==> src/rtl/dsi_pkg.sv <==
package dsi_pkg;

    localparam int MODE_W = 3;

    localparam logic [MODE_W-1:0] ID_READ  = 3'b110;
    localparam logic [MODE_W-1:0] ID_WRITE = 3'b101;
    localparam logic [MODE_W-1:0] ID_CMD   = 3'b100;

    typedef enum logic [2:0] {
        PH_MODE,
        PH_ADDR,
        PH_DATA,
        PH_CMD,
        PH_DEAD
    } phase_t;

    typedef enum logic {
        K_RD,
        K_WR
    } kind_t;

    typedef struct packed {
        phase_t ph;
        kind_t  kind;
    } id_dec_t;

    function automatic id_dec_t decode_id(input logic [MODE_W-1:0] id);
        id_dec_t r;
        case (id)
            ID_READ:  r = '{ph: PH_ADDR, kind: K_RD};
            ID_WRITE: r = '{ph: PH_ADDR, kind: K_WR};
            ID_CMD:   r = '{ph: PH_CMD,  kind: K_RD};
            default:  r = '{ph: PH_DEAD, kind: K_RD};
        endcase
        return r;
    endfunction

endpackage

==> src/rtl/dsi_edge.sv <==
module dsi_edge #(
    parameter int N = 2
) (
    input  logic         clk,
    input  logic         rst,
    input  logic [N-1:0] line_n,
    output logic [N-1:0] rise,
    output logic [N-1:0] fall
);
    logic [N-1:0] q;

    always_ff @(posedge clk) begin
        if (rst) q <= '1;
        else     q <= line_n;
    end

    for (genvar i = 0; i < N; i++) begin : g_line
        assign rise[i] =  line_n[i] & ~q[i];
        assign fall[i] = ~line_n[i] &  q[i];
    end

endmodule

==> src/rtl/dsi_frame.sv <==
module dsi_frame
    import dsi_pkg::*;
#(
    parameter int ADDR_W = 7,
    parameter int CMD_W  = 9
) (
    input  logic              clk,
    input  logic              rst,
    input  logic              cs_n,
    input  logic              wr_rise,
    input  logic              din,
    output phase_t            phase,
    output kind_t             kind,
    output logic              addr_load,
    output logic [ADDR_W-1:0] addr_val,
    output logic              cmd_valid,
    output logic [CMD_W-1:0]  cmd_code
);
    localparam int SH_W  = (CMD_W > ADDR_W) ? CMD_W : ADDR_W;
    localparam int CNT_W = $clog2(SH_W + 1);

    logic [SH_W-1:0]   sh;
    logic [CNT_W-1:0]  cnt;
    logic [MODE_W-1:0] id_now;
    logic [ADDR_W-1:0] addr_now;
    logic [CMD_W-1:0]  cmd_now;
    id_dec_t           dec;

    always_comb begin
        id_now   = {sh[MODE_W-2:0], din};
        addr_now = {sh[ADDR_W-2:0], din};
        cmd_now  = {sh[CMD_W-2:0], din};
        dec      = decode_id(id_now);
    end

    always_ff @(posedge clk) begin
        if (rst || cs_n) begin
            phase     <= PH_MODE;
            kind      <= K_RD;
            sh        <= '0;
            cnt       <= '0;
            addr_load <= 1'b0;
            addr_val  <= '0;
            cmd_valid <= 1'b0;
            cmd_code  <= '0;
        end else begin
            addr_load <= 1'b0;
            cmd_valid <= 1'b0;
            if (wr_rise) begin
                sh  <= {sh[SH_W-2:0], din};
                cnt <= cnt + 1'b1;
                case (phase)
                    PH_MODE: if (cnt == CNT_W'(MODE_W - 1)) begin
                        cnt   <= '0;
                        phase <= dec.ph;
                        kind  <= dec.kind;
                    end
                    PH_ADDR: if (cnt == CNT_W'(ADDR_W - 1)) begin
                        cnt       <= '0;
                        phase     <= PH_DATA;
                        addr_load <= 1'b1;
                        addr_val  <= addr_now;
                    end
                    PH_CMD: if (cnt == CNT_W'(CMD_W - 1)) begin
                        cnt       <= '0;
                        cmd_valid <= 1'b1;
                        cmd_code  <= cmd_now;
                    end
                    default: cnt <= cnt;
                endcase
            end
        end
    end

    AST_CMD_ONE_CYCLE: assert property (@(posedge clk) disable iff (rst)
        cmd_valid |=> !cmd_valid);
    AST_CMD_IN_CMD_PHASE: assert property (@(posedge clk) disable iff (rst)
        cmd_valid |-> (phase == PH_CMD));
    AST_BAD_ID_STAYS_DEAD: assert property (@(posedge clk) disable iff (rst)
        (phase == PH_DEAD && !cs_n) |=> (phase == PH_DEAD));
    AST_DESELECT_CLEARS: assert property (@(posedge clk) disable iff (rst)
        cs_n |=> (phase == PH_MODE && !cmd_valid && !addr_load));

endmodule

==> src/rtl/dsi_port.sv <==
module dsi_port #(
    parameter int ADDR_W = 7,
    parameter int DATA_W = 4,
    parameter int DEPTH  = 96
) (
    input  logic              clk,
    input  logic              rst,
    input  logic              cs_n,
    input  logic              in_data,
    input  logic              is_read,
    input  logic              addr_load,
    input  logic [ADDR_W-1:0] addr_val,
    input  logic              wr_rise,
    input  logic              wr_fall,
    input  logic              rd_rise,
    input  logic              rd_fall,
    input  logic              din,
    input  logic [DATA_W-1:0] mem_rd_data,
    output logic [ADDR_W-1:0] mem_addr,
    output logic              mem_rd_en,
    output logic              mem_wr_en,
    output logic [DATA_W-1:0] mem_wr_data,
    output logic              dout,
    output logic              oe
);
    localparam int IDX_W = (DATA_W > 1) ? $clog2(DATA_W) : 1;
    localparam logic [ADDR_W:0] LIMIT = (ADDR_W + 1)'(DEPTH);

    logic [ADDR_W-1:0] addr;
    logic [DATA_W-1:0] wbuf, rbuf, fetched;
    logic [IDX_W-1:0]  widx, ridx;
    logic              rdone;
    logic              in_range, rd_go, wr_go, wr_last;

    function automatic logic [ADDR_W-1:0] step(input logic [ADDR_W-1:0] a);
        return (a == ADDR_W'(DEPTH - 1)) ? '0 : a + 1'b1;
    endfunction

    always_comb begin
        in_range    = ({1'b0, addr} < LIMIT);
        rd_go       = !cs_n && in_data && rd_fall && !rdone;
        wr_go       = !cs_n && in_data && !is_read && wr_rise;
        wr_last     = wr_go && (widx == IDX_W'(DATA_W - 1));
        fetched     = in_range ? mem_rd_data : '0;
        mem_rd_en   = rd_go && (ridx == '0) && in_range;
        mem_wr_en   = wr_last && in_range;
        mem_wr_data = wbuf;
        mem_wr_data[widx] = din;
    end

    assign mem_addr = addr;

    always_ff @(posedge clk) begin
        if (rst || cs_n) begin
            addr  <= '0;
            wbuf  <= '0;
            rbuf  <= '0;
            widx  <= '0;
            ridx  <= '0;
            rdone <= 1'b0;
            dout  <= 1'b0;
            oe    <= 1'b0;
        end else begin
            if (addr_load) begin
                addr  <= addr_val;
                widx  <= '0;
                ridx  <= '0;
                rdone <= 1'b0;
            end
            if (rd_go) begin
                oe <= 1'b1;
                if (ridx == '0) begin
                    rbuf <= fetched;
                    dout <= fetched[0];
                end else begin
                    dout <= rbuf[ridx];
                end
                if (ridx == IDX_W'(DATA_W - 1)) begin
                    ridx  <= '0;
                    rdone <= 1'b1;
                end else begin
                    ridx <= ridx + 1'b1;
                end
            end
            if (in_data && rd_rise && rdone && oe) begin
                oe <= 1'b0;
                if (is_read) begin
                    rdone <= 1'b0;
                    addr  <= step(addr);
                end
            end
            if (in_data && wr_fall) oe <= 1'b0;
            if (wr_go) begin
                wbuf <= mem_wr_data;
                if (wr_last) begin
                    widx  <= '0;
                    ridx  <= '0;
                    rdone <= 1'b0;
                    addr  <= step(addr);
                end else begin
                    widx <= widx + 1'b1;
                end
            end
        end
    end

    AST_OE_ONLY_IN_DATA: assert property (@(posedge clk) disable iff (rst)
        oe |-> in_data);
    AST_STROBES_EXCLUSIVE: assert property (@(posedge clk) disable iff (rst)
        !(mem_rd_en && mem_wr_en));
    AST_ADDR_HOLDS_IDLE: assert property (@(posedge clk) disable iff (rst)
        (!cs_n && in_data && !wr_rise && !rd_rise && !addr_load)
            |=> $stable(mem_addr));
    AST_WRAP_TO_ZERO: assert property (@(posedge clk) disable iff (rst)
        (mem_wr_en && mem_addr == ADDR_W'(DEPTH - 1))
            |=> (mem_addr == '0));

endmodule

==> src/rtl/disp_serial_if.sv <==
module disp_serial_if
    import dsi_pkg::*;
#(
    parameter int ADDR_W = 7,
    parameter int DATA_W = 4,
    parameter int CMD_W  = 9,
    parameter int DEPTH  = 96
) (
    input  logic              clk,
    input  logic              rst,
    input  logic              cs_n,
    input  logic              wr_n,
    input  logic              rd_n,
    input  logic              dat_in,
    output logic              dat_out,
    output logic              dat_oe,
    output logic [ADDR_W-1:0] mem_addr,
    output logic              mem_rd_en,
    input  logic [DATA_W-1:0] mem_rd_data,
    output logic              mem_wr_en,
    output logic [DATA_W-1:0] mem_wr_data,
    output logic              cmd_valid,
    output logic [CMD_W-1:0]  cmd_code
);
    logic [1:0]        rise, fall;
    phase_t            phase;
    kind_t             kind;
    logic              addr_load;
    logic [ADDR_W-1:0] addr_val;

    dsi_edge #(.N(2)) u_edge (
        .clk    (clk),
        .rst    (rst),
        .line_n ({rd_n, wr_n}),
        .rise   (rise),
        .fall   (fall)
    );

    dsi_frame #(.ADDR_W(ADDR_W), .CMD_W(CMD_W)) u_frame (
        .clk       (clk),
        .rst       (rst),
        .cs_n      (cs_n),
        .wr_rise   (rise[0]),
        .din       (dat_in),
        .phase     (phase),
        .kind      (kind),
        .addr_load (addr_load),
        .addr_val  (addr_val),
        .cmd_valid (cmd_valid),
        .cmd_code  (cmd_code)
    );

    dsi_port #(.ADDR_W(ADDR_W), .DATA_W(DATA_W), .DEPTH(DEPTH)) u_port (
        .clk         (clk),
        .rst         (rst),
        .cs_n        (cs_n),
        .in_data     (phase == PH_DATA),
        .is_read     (kind == K_RD),
        .addr_load   (addr_load),
        .addr_val    (addr_val),
        .wr_rise     (rise[0]),
        .wr_fall     (fall[0]),
        .rd_rise     (rise[1]),
        .rd_fall     (fall[1]),
        .din         (dat_in),
        .mem_rd_data (mem_rd_data),
        .mem_addr    (mem_addr),
        .mem_rd_en   (mem_rd_en),
        .mem_wr_en   (mem_wr_en),
        .mem_wr_data (mem_wr_data),
        .dout        (dat_out),
        .oe          (dat_oe)
    );

    AST_QUIET_WHEN_DESELECTED: assert property (@(posedge clk) disable iff (rst)
        cs_n |=> (!dat_oe && !cmd_valid));
    AST_NO_STROBE_DESELECTED: assert property (@(posedge clk) disable iff (rst)
        cs_n |-> (!mem_rd_en && !mem_wr_en));

endmodule

==> config.mk <==
export PLATFORM = sky130hd
export DESIGN_NAME = disp_serial_if
export DESIGN_NICKNAME = d
export VERILOG_FILES = /design/src/rtl/dsi_pkg.sv /design/src/rtl/dsi_edge.sv /design/src/rtl/dsi_frame.sv /design/src/rtl/dsi_port.sv /design/src/rtl/disp_serial_if.sv
export SDC_FILE = /design/constraint.sdc
export NUM_CORES = 1
export LEC_CHECK = 0
export BUFFER_PORTS_ARGS = -buffer_cell sky130_fd_sc_hd__buf_4
export CAP_MARGIN = 20
export CELL_PAD_IN_SITES_DETAIL_PLACEMENT = 0
export CELL_PAD_IN_SITES_GLOBAL_PLACEMENT = 1
export CORE_MARGIN = 2
export CORE_UTILIZATION = 46
export CTS_BUF_LIST = sky130_fd_sc_hd__clkbuf_4
export DETAILED_ROUTE_END_ITERATION = 10
export GPL_TIMING_DRIVEN = 0
export HOLD_SLACK_MARGIN = 0.03
export PLACE_DENSITY = 0.8
export SETUP_SLACK_MARGIN = 0.1
export SLEW_MARGIN = 20
export SYNTH_ARGS = -nofsm -noshare
export SYNTH_HDL_FRONTEND = slang
export SYNTH_SLANG_ARGS = --single-unit
==> constraint.sdc <==
create_clock -name clk -period 2.05 [get_ports clk]
set_input_delay 0.41 -clock clk [delete_from_list [all_inputs] [get_ports clk]]
set_output_delay 0.41 -clock clk [all_outputs]
set_load 0.02 [all_outputs]
==> summary.md, run 1 <==
| Metric | Value |
|---|---|
| Status | `finished, violations left` |
| Failing checks | `negative setup slack` |
| Syn Nets | `313` |
| Pre-antenna DRT Iters | `4` |
| RSZ-0062 raised after global routing | `yes` |
| Placed Cells | `398` |
| Initial Util | `0.4842` |
| HP Class | `in -> reg` |
| Max-slew headroom | `0.5648` |
| Post-DP HPWL | `4.437 mm` |
| Max-cap violations | `0` |
| GRT Overall Usage | `0.2172` |
| Top Ports | `35` |
| #FFs+latches synth | `58` |
| Largest net degree at the start of global routing | `11` |
| Critical path type | `reg -> out` |
| Die height | `80.83 µm` |
| N_diodes | `0` |
| Detailed-route DRC error count | `0` |
| Die width | `80.83 µm` |
| Share of cells above drive strength 1 | `0.2571` |
| Period utilization | `1.079` |
| CP startpoint kind | `register` |
| Final Util | `0.6024` |
| Core area | `5608 µm²` |
| IR drop worst, VDD | `0.4459 mV` |
| Seq. cell area | `1177 µm²` |
| Vias in the first global route | `2196` |
| DR WL/cell | `15.27 µm` |
| # hold bufs at CTS | `0` |
| Clock transition at path regs | `0.10 ns` |
| Cell count after synthesis | `293` |
| EDFF count, synth | `0` |
| Worst-path fanout max | `3` |
| Row count | `27` |
| Final GP Congestion | `0.7910` |
| Critical-path top delay cell | `or4b_4` |
| Main synth FF type | `dfxtp_1` |
| Final Critical Period | `2.211 ns` |
| Worst Path Buf+Inv | `2` |
| Crit path largest cell delay | `0.58 ns` |
| Die Area | `6533 µm²` |
| Setup crit end kind | `output port` |
| Mean Syn Cell Area | `9.267 µm²` |
| Root Buffer | `clkbuf_4` |
| LEAKAGE | `0.001206 µW` |
| Clock Skews | `0.01524 ns` |
| CTS sink count | `58` |
| Critical Path, Cell by Cell | `or4b_4 -> buf_6 -> nor3b_4 -> buf_6` |
| First-pass GRT wire length | `10.74 mm` |
| ANT nets after route | `0` |
| Crit-path leading delay family | `simple AND/OR/NAND/NOR gates` |
| Nets | `366` |
| Register area share after synthesis | `0.4276` |
| Power Density | `586.3 nW/µm²` |
| Fin. Hold Viols | `0` |
| Slew @ Worst Pin | `0.6528 ns` |
| Initial antenna violation count | `0` |
| Synth async-reset ratio | `0` |
| Layout area overhead | `24.42%` |
| Synth cell types | `51` |
| Worst endpoint data arrival time | `1.80 ns` |
| Final wirelength | `6.443 mm` |
| Most frequent CP cell | `buf_6` |
| Final setup violating endpoints | `2` |
| Fmax | `452.2 MHz` |
| Layout Cells excl Fill | `422` |
| Final Slew Violations | `0` |
| Yosys Warn Count | `0` |
| Synthesized cell area | `2715 µm²` |
| Port bufs | `33` |
| Vias | `2326` |
| CTS H-Tree Depth | `3` |
| Gr ovfl total | `0` |
| Num CTS Buffers | `9` |
| Fillers | `506` |
| Via/cell ratio | `5.512` |
| CTS max path bufs | `2` |
| CTS tree | `yes` |
| Multi-input gate area | `1544 µm²` |
| Fin worst setup slack | `-0.1613 ns` |
| Drt initial violations | `68` |
| Critical path required time | `1.64 ns` |
| Pre-CTS setup slack | `-0.2966 ns` |
| Worst-skew pair later-pin latency | `0.41 ns` |
-- power by group --
part | switching [µW] | leakage [µW] | internal [µW]
Clock | 420 | 0.0000652 | 356
Sequential | 3.44 | 0.000471 | 1120
Combinational | 48.5 | 0.000669 | 28.8
Total | 472 | 0.00121 | 1510
-- area by class of cell --
cell class | instances | area share
tap | 72 | 0.02667
clock buffer | 9 | 0.02000
clock inverter | 6 | 0.01741
sequential | 58 | 0.3485
inverter | 10 | 0.01259
timing repair buffer | 42 | 0.09889
buffer | 16 | 0.01889
multi-input combinational | 209 | 0.4570
-- per-stage QoR --
step / total power (µW) / cell area, µm² / hold slack [ns] / setup TNS [ns]
6_report: 1981 / 3378 / 0.2222 / -0.2970
5_1_grt: 2062 / 3378 / 0.1977 / -0.4435
4_1_cts: 2002 / 3271 / 0.2065 / -0.2749
3_5_place_dp: 1231 / 3054 / 0.4439 / -3.218
3_3_place_gp: 1229 / 3054 / 0.4402 / -2.139
2_1_floorplan: 1195 / 2716 / 0.4290 / 0
-- metal layers --
| layer | part of all wire | up-vias | global-route usage |
|---|---|---|---|
| li1 | - | 1150 | - |
| met1 | 0.45 | 1100 | 0.2659 |
| met2 | 0.47 | 64 | 0.3537 |
| met3 | 0.060 | 12 | 0.07111 |
| met4 | 0.019 | 0 | 0.08475 |
| met5 | 0 | - | 0 |
-- final timing paths --
path	start	end	slack (ns)	cells past startpoint
worst max-delay path	u_frame.phase[2]$_SDFFE_PP0P_	mem_rd_en	-0.16	4
worst min-delay path	rst	u_edge.q[1]$_SDFF_PP1_	0.22	2
worst max register to register	u_frame.phase[0]$_SDFFE_PP0P_	u_port.mem_addr[3]$_SDFF_PP0_	0.15	6
worst min register to register	u_port.rbuf[0]$_SDFFE_PP0P_	u_port.rbuf[0]$_SDFFE_PP0P_	0.46	2
-- cell usage after synthesis, types with 2 or more instances --
cell type	n	area (µm²)
o21ai_0	4	20.02
nor2b_1	8	50.05
nand4b_1	2	17.52
a22o_1	8	70.07
nor2_1	27	101.4
xnor2_1	4	35.03
clkbuf_1	11	41.29
a22oi_1	3	22.52
a31oi_1	2	12.51
mux2_2	7	78.83
nor4_1	5	31.28
nand3_1	5	25.02
a221o_1	2	20.02
buf_1	4	15.01
and2_1	2	12.51
nor4bb_1	2	20.02
or4_1	2	15.01
inv_1	10	37.54
or2_2	3	18.77
or3_1	4	25.02
dfxtp_1	58	1161
a211oi_1	3	22.52
nor3b_1	3	22.52
nand2_1	32	120.1
mux2i_1	20	200.2
a21oi_1	19	95.09
nand2b_1	6	37.54
and3_1	2	12.51
ha_1	10	125.1
nor3_1	4	20.02
-- sequential cells by signal, indices dropped and copies added (netlist names) --
| name | flops |
|---|---|
| u_edge.q | 2 |
| u_frame.addr_load | 1 |
| u_frame.addr_val | 7 |
| u_frame.cmd_code | 9 |
| u_frame.cmd_valid | 1 |
| u_frame.cnt | 4 |
| u_frame.kind | 1 |
| u_frame.phase | 3 |
| u_frame.sh | 8 |
| u_port.dout | 1 |
| u_port.mem_addr | 7 |
| u_port.oe | 1 |
| u_port.rbuf | 4 |
| u_port.rdone | 1 |
| u_port.ridx | 2 |
| u_port.wbuf | 4 |
| u_port.widx | 2 |
-- timing repair --
action                                  in CTS  in global routing
resized for setup                           17                 21
setup buffers                                4                  5
pin swaps                                    4                  3
endpoints found under the setup margin       7                 28
-- layout by cell type (no fill, tap or decap), types with 3 or more instances in the layout --
cell	Yosys	final
clkbuf_1	11	11
o21ai_0	4	3
inv_1	10	8
mux2i_1	20	19
a211oi_1	3	3
mux2_2	7	3
ha_1	10	6
mux2_4	0	4
nand3_1	5	5
a22oi_1	3	3
nand2_1	32	32
a21oi_1	19	19
buf_1	4	4
clkbuf_4	0	9
dfxtp_4	0	4
xnor2_1	4	4
or3_1	4	4
nand2b_1	6	6
or2_2	3	3
dfxtp_1	58	53
a22o_1	8	8
nor2b_1	8	8
buf_6	0	5
buf_4	0	38
nor2_1	27	27
nor4_1	5	4
nor3b_1	3	3
nor3_1	4	3
-- kinds of logic (layout without fill, tap and decap cells) --
group                    after synthesis  after routing  share of synthesized area
AND/OR/NAND/NOR                      117            117                     0.2392
flip-flops                            58             58                     0.4276
AO/OA/AOI/OAI                         49             49                     0.1235
multiplexers                          28             28                     0.1111
buffers and inverters                 26             83                    0.03640
adder cells (fa/ha/maj)               10             10                    0.04608
XOR/XNOR                               5              5                    0.01613
(Power assumes the default switching activity.)
==> run 2: changes to the inputs <==
- RECOVER_POWER: default -> 50
- clock period: 2.05 -> 2.18 ns (I/O delays scaled with it)
==> run 2 against run 1 <==
Net effect: the run still ends with negative setup slack left; hold slack better by 0.037 ns; utilization down 2.3 points; non-clock buffer count down 3; combinational power down 11%; clock skew up 0.0028 ns; power up 8.7%; design area down 3.8%; flip-flop and latch count unchanged; first-iteration DRC count up 56%; via count down 1.9%; count of clock-buffer cells in the layout up 2; sequential power down 6%; largest cell class unchanged.
==> summary.md, run 2 (synthesis results as in run 1) <==
| Metric | Value |
|---|---|
| Worst Hold Depth | `2 (unchanged)` |
| LEAKAGE | `0.001114 µW (was 0.001206 µW)` |
| N_diodes | `0 (unchanged)` |
| Final wirelength | `6.463 mm (was 6.443 mm)` |
| Register-to-Register Setup Slack | `0.17 ns (was 0.15 ns)` |
| Failing checks | `negative setup slack (unchanged)` |
| First-pass GRT wire length | `10.71 mm (was 10.74 mm)` |
| Share of cells above drive strength 1 | `0.1638 (was 0.2571)` |
| Num CTS Buffers | `9 (unchanged)` |
| CTS H-Tree Depth | `3 (unchanged)` |
| Wire length on met3 | `365 µm (was 385 µm)` |
| Die width | `80.83 µm (unchanged)` |
| Critical Path Start | `u_frame.phase[0]$_SDFFE_PP0P_ (was u_frame.phase[2]$_SDFFE_PP0P_)` |
| Crit path to | `mem_wr_en (was mem_rd_en)` |
| IR drop worst, VDD | `0.3686 mV (was 0.4459 mV)` |
| HP Class | `in -> reg (unchanged)` |
| Detailed-route DRC error count | `0 (unchanged)` |
| GRT Overall Usage | `0.2181 (was 0.2172)` |
| RSZ-0062 raised after global routing | `yes (unchanged)` |
| Setup crit end kind | `output port (unchanged)` |
| Period utilization | `1.030` |
| Nets | `363 (was 366)` |
| Root Buffer | `clkbuf_4 (unchanged)` |
| Fin. Hold Viols | `0 (unchanged)` |
| Worst endpoint data arrival time | `1.81 ns (was 1.80 ns)` |
| Power Density | `662.1 nW/µm² (was 586.3 nW/µm²)` |
| Initial antenna violation count | `0 (unchanged)` |
| Final Critical Period | `2.246 ns` |
| Met2 layer wire length in the routed design | `3.051 mm (was 3.048 mm)` |
| Pre-antenna DRT Iters | `4 (unchanged)` |
| CP startpoint kind | `register (unchanged)` |
| R2r endpoint | `u_port.dout$_SDFFE_PP0N_ (was u_port.mem_addr[3]$_SDFF_PP0_)` |
| Layout area overhead | `19.72% (was 24.42%)` |
| Drt initial violations | `106 (was 68)` |
| Max-slew headroom | `0.5855 (was 0.5648)` |
| Worst r2r path cells | `5 (was 6)` |
| DRT met1 WL | `2.910 mm (was 2.883 mm)` |
| Vias | `2281 (was 2326)` |
| Final setup violating endpoints | `1 (was 2)` |
| CTS sink count | `58 (unchanged)` |
| Biggest regs | `u_frame.cmd_code: 9 flops, u_frame.sh: 8 flops (unchanged)` |
| Reg-to-Reg Start | `u_frame.phase[0]$_SDFFE_PP0P_ (unchanged)` |
| Number of flip-flops in the largest register | `9 (unchanged)` |
| Status | `finished, violations left (unchanged)` |
| ANT nets after route | `0 (unchanged)` |
| Worst-path fanout max | `3 (unchanged)` |
| Post-DP HPWL | `4.475 mm (was 4.437 mm)` |
| Core area | `5608 µm² (unchanged)` |
| Total power | `2152 µW (was 1981 µW)` |
| Clock Skews | `0.01809 ns (was 0.01524 ns)` |
| Uppermost layer routed | `met4 (unchanged)` |
| Port bufs | `33 (unchanged)` |
| Fin worst setup slack | `-0.06560 ns (was -0.1613 ns)` |
| CTS tree | `yes (unchanged)` |
| Vias in the first global route | `2231 (was 2196)` |
| Gr ovfl total | `0 (unchanged)` |
| Final Util | `0.5797 (was 0.6024)` |
| Fmax | `445.3 MHz` |
| Critical path type | `reg -> out (unchanged)` |
| Die Area | `6533 µm² (unchanged)` |
| Slew @ Worst Pin | `0.6188 ns (was 0.6528 ns)` |
| Final GP Congestion | `0.7766 (was 0.7910)` |
| Top Ports | `35 (unchanged)` |
| # hold bufs at CTS | `0 (unchanged)` |
| Clock transition at path regs | `0.11 ns (was 0.10 ns)` |
| Most common cell after layout, fill and taps aside | `dfxtp_1 (unchanged)` |
| Final Slew Violations | `0 (unchanged)` |
| Largest net degree at the start of global routing | `11 (unchanged)` |
| Row count | `27 (unchanged)` |
| Max-cap violations | `0 (unchanged)` |
| Largest reg by FF count | `u_frame.cmd_code (unchanged)` |
| Via/cell ratio | `5.431 (was 5.512)` |
| CTS max path bufs | `2 (unchanged)` |
| Die height | `80.83 µm (unchanged)` |
| Critical path required time | `1.74 ns (was 1.64 ns)` |
| Commonest non-fill, non-tap cells in the layout | `dfxtp_1, clkbuf_1, nand2_1 (was dfxtp_1, buf_4, nand2_1)` |
| Initial Util | `0.4842 (unchanged)` |
| Worst-skew pair later-pin latency | `0.41 ns (about the same)` |
| DR WL/cell | `15.39 µm (was 15.27 µm)` |
[run 2: changes by cell type in the layout (fill, tap and decap cells not counted), moves of 3 or more]
cell      change
buf_4        -23
ha_1          +3
mux2_4        -4
buf_6         -3
mux2_2        +4
clkbuf_4      +3
clkbuf_1     +24
[run 2: critical path: stages, from the launching register on]
cell and delay, ns:
dfxtp_4 0.37, or4b_4 0.58, nor3_4 0.13, and3b_1 0.20, buf_6 0.12
[run 2: layout make-up]
| cell class | count | area, µm² |
|---|---|---|
| Multi-Input combinational cell | 209 | 1486 |
| Fill cell | 536 | 2357 |
| Buffer | 16 | 63.81 |
| Sequential cell | 58 | 1170 |
| Inverter | 10 | 37.54 |
| Clock buffer | 11 | 82.58 |
| Clock inverter | 5 | 102.6 |
| Tap cell | 72 | 90.09 |
| Timing Repair Buffer | 39 | 217.7 |
[run 2: routing by layer]
metal	GRT usage	vias to the layer above
met5	0	-
met4	0.1034	0
met3	0.04778	14
met2	0.3504	57
met1	0.2782	1070
li1	-	1140
[run 2: metrics by stage]
| stage | hold slack (ns) | std cells | setup TNS [ns] | setup WS (ns) | area (µm²) |
|---|---|---|---|---|---|
| CTS | 0.2429 | 419 | -0.09182 | -0.09182 | 3312 |
| finish | 0.2589 | 420 | -0.06560 | -0.06560 | 3251 |
| detailed placement | 0.4439 | 398 | -0.2369 | -0.1992 | 3053 |
| global placement | 0.4397 | 398 | -0.1939 | -0.1939 | 3053 |
| floorplan | 0.4290 | 293 | 0 | 0.1137 | 2715 |
| global route | 0.2499 | 420 | -0.1620 | -0.1254 | 3251 |
[run 2: worst min path at each step]
stage                                            from  slack (ns)                           to
after detailed placement  u_port.rbuf[0]$_SDFFE_PP0P_        0.44  u_port.rbuf[0]$_SDFFE_PP0P_
after CTS                                         rst        0.24       u_edge.q[1]$_SDFF_PP1_
after global placement    u_port.rbuf[0]$_SDFFE_PP0P_        0.44  u_port.rbuf[0]$_SDFFE_PP0P_
final                                            wr_n        0.26       u_edge.q[0]$_SDFF_PP1_
after global routing                             wr_n        0.25       u_edge.q[0]$_SDFF_PP1_
after floorplan           u_port.rbuf[0]$_SDFFE_PP0P_        0.43  u_port.rbuf[0]$_SDFFE_PP0P_
[run 2: report_power, final]
group / leakage, µW / total, µW / internal (µW) / switching (µW)
combinational: 0.000548 / 68.5 / 24.4 / 44.2
clock: 0.0000971 / 1020 / 605 / 416
sequential: 0.000470 / 1060 / 1060 / 3.21
[run 2: timing repair]
item	in CTS	in global routing
setup buffers	5	1
resized for setup	9	5
setup endpoints to repair	2	14
pin swaps	3	5
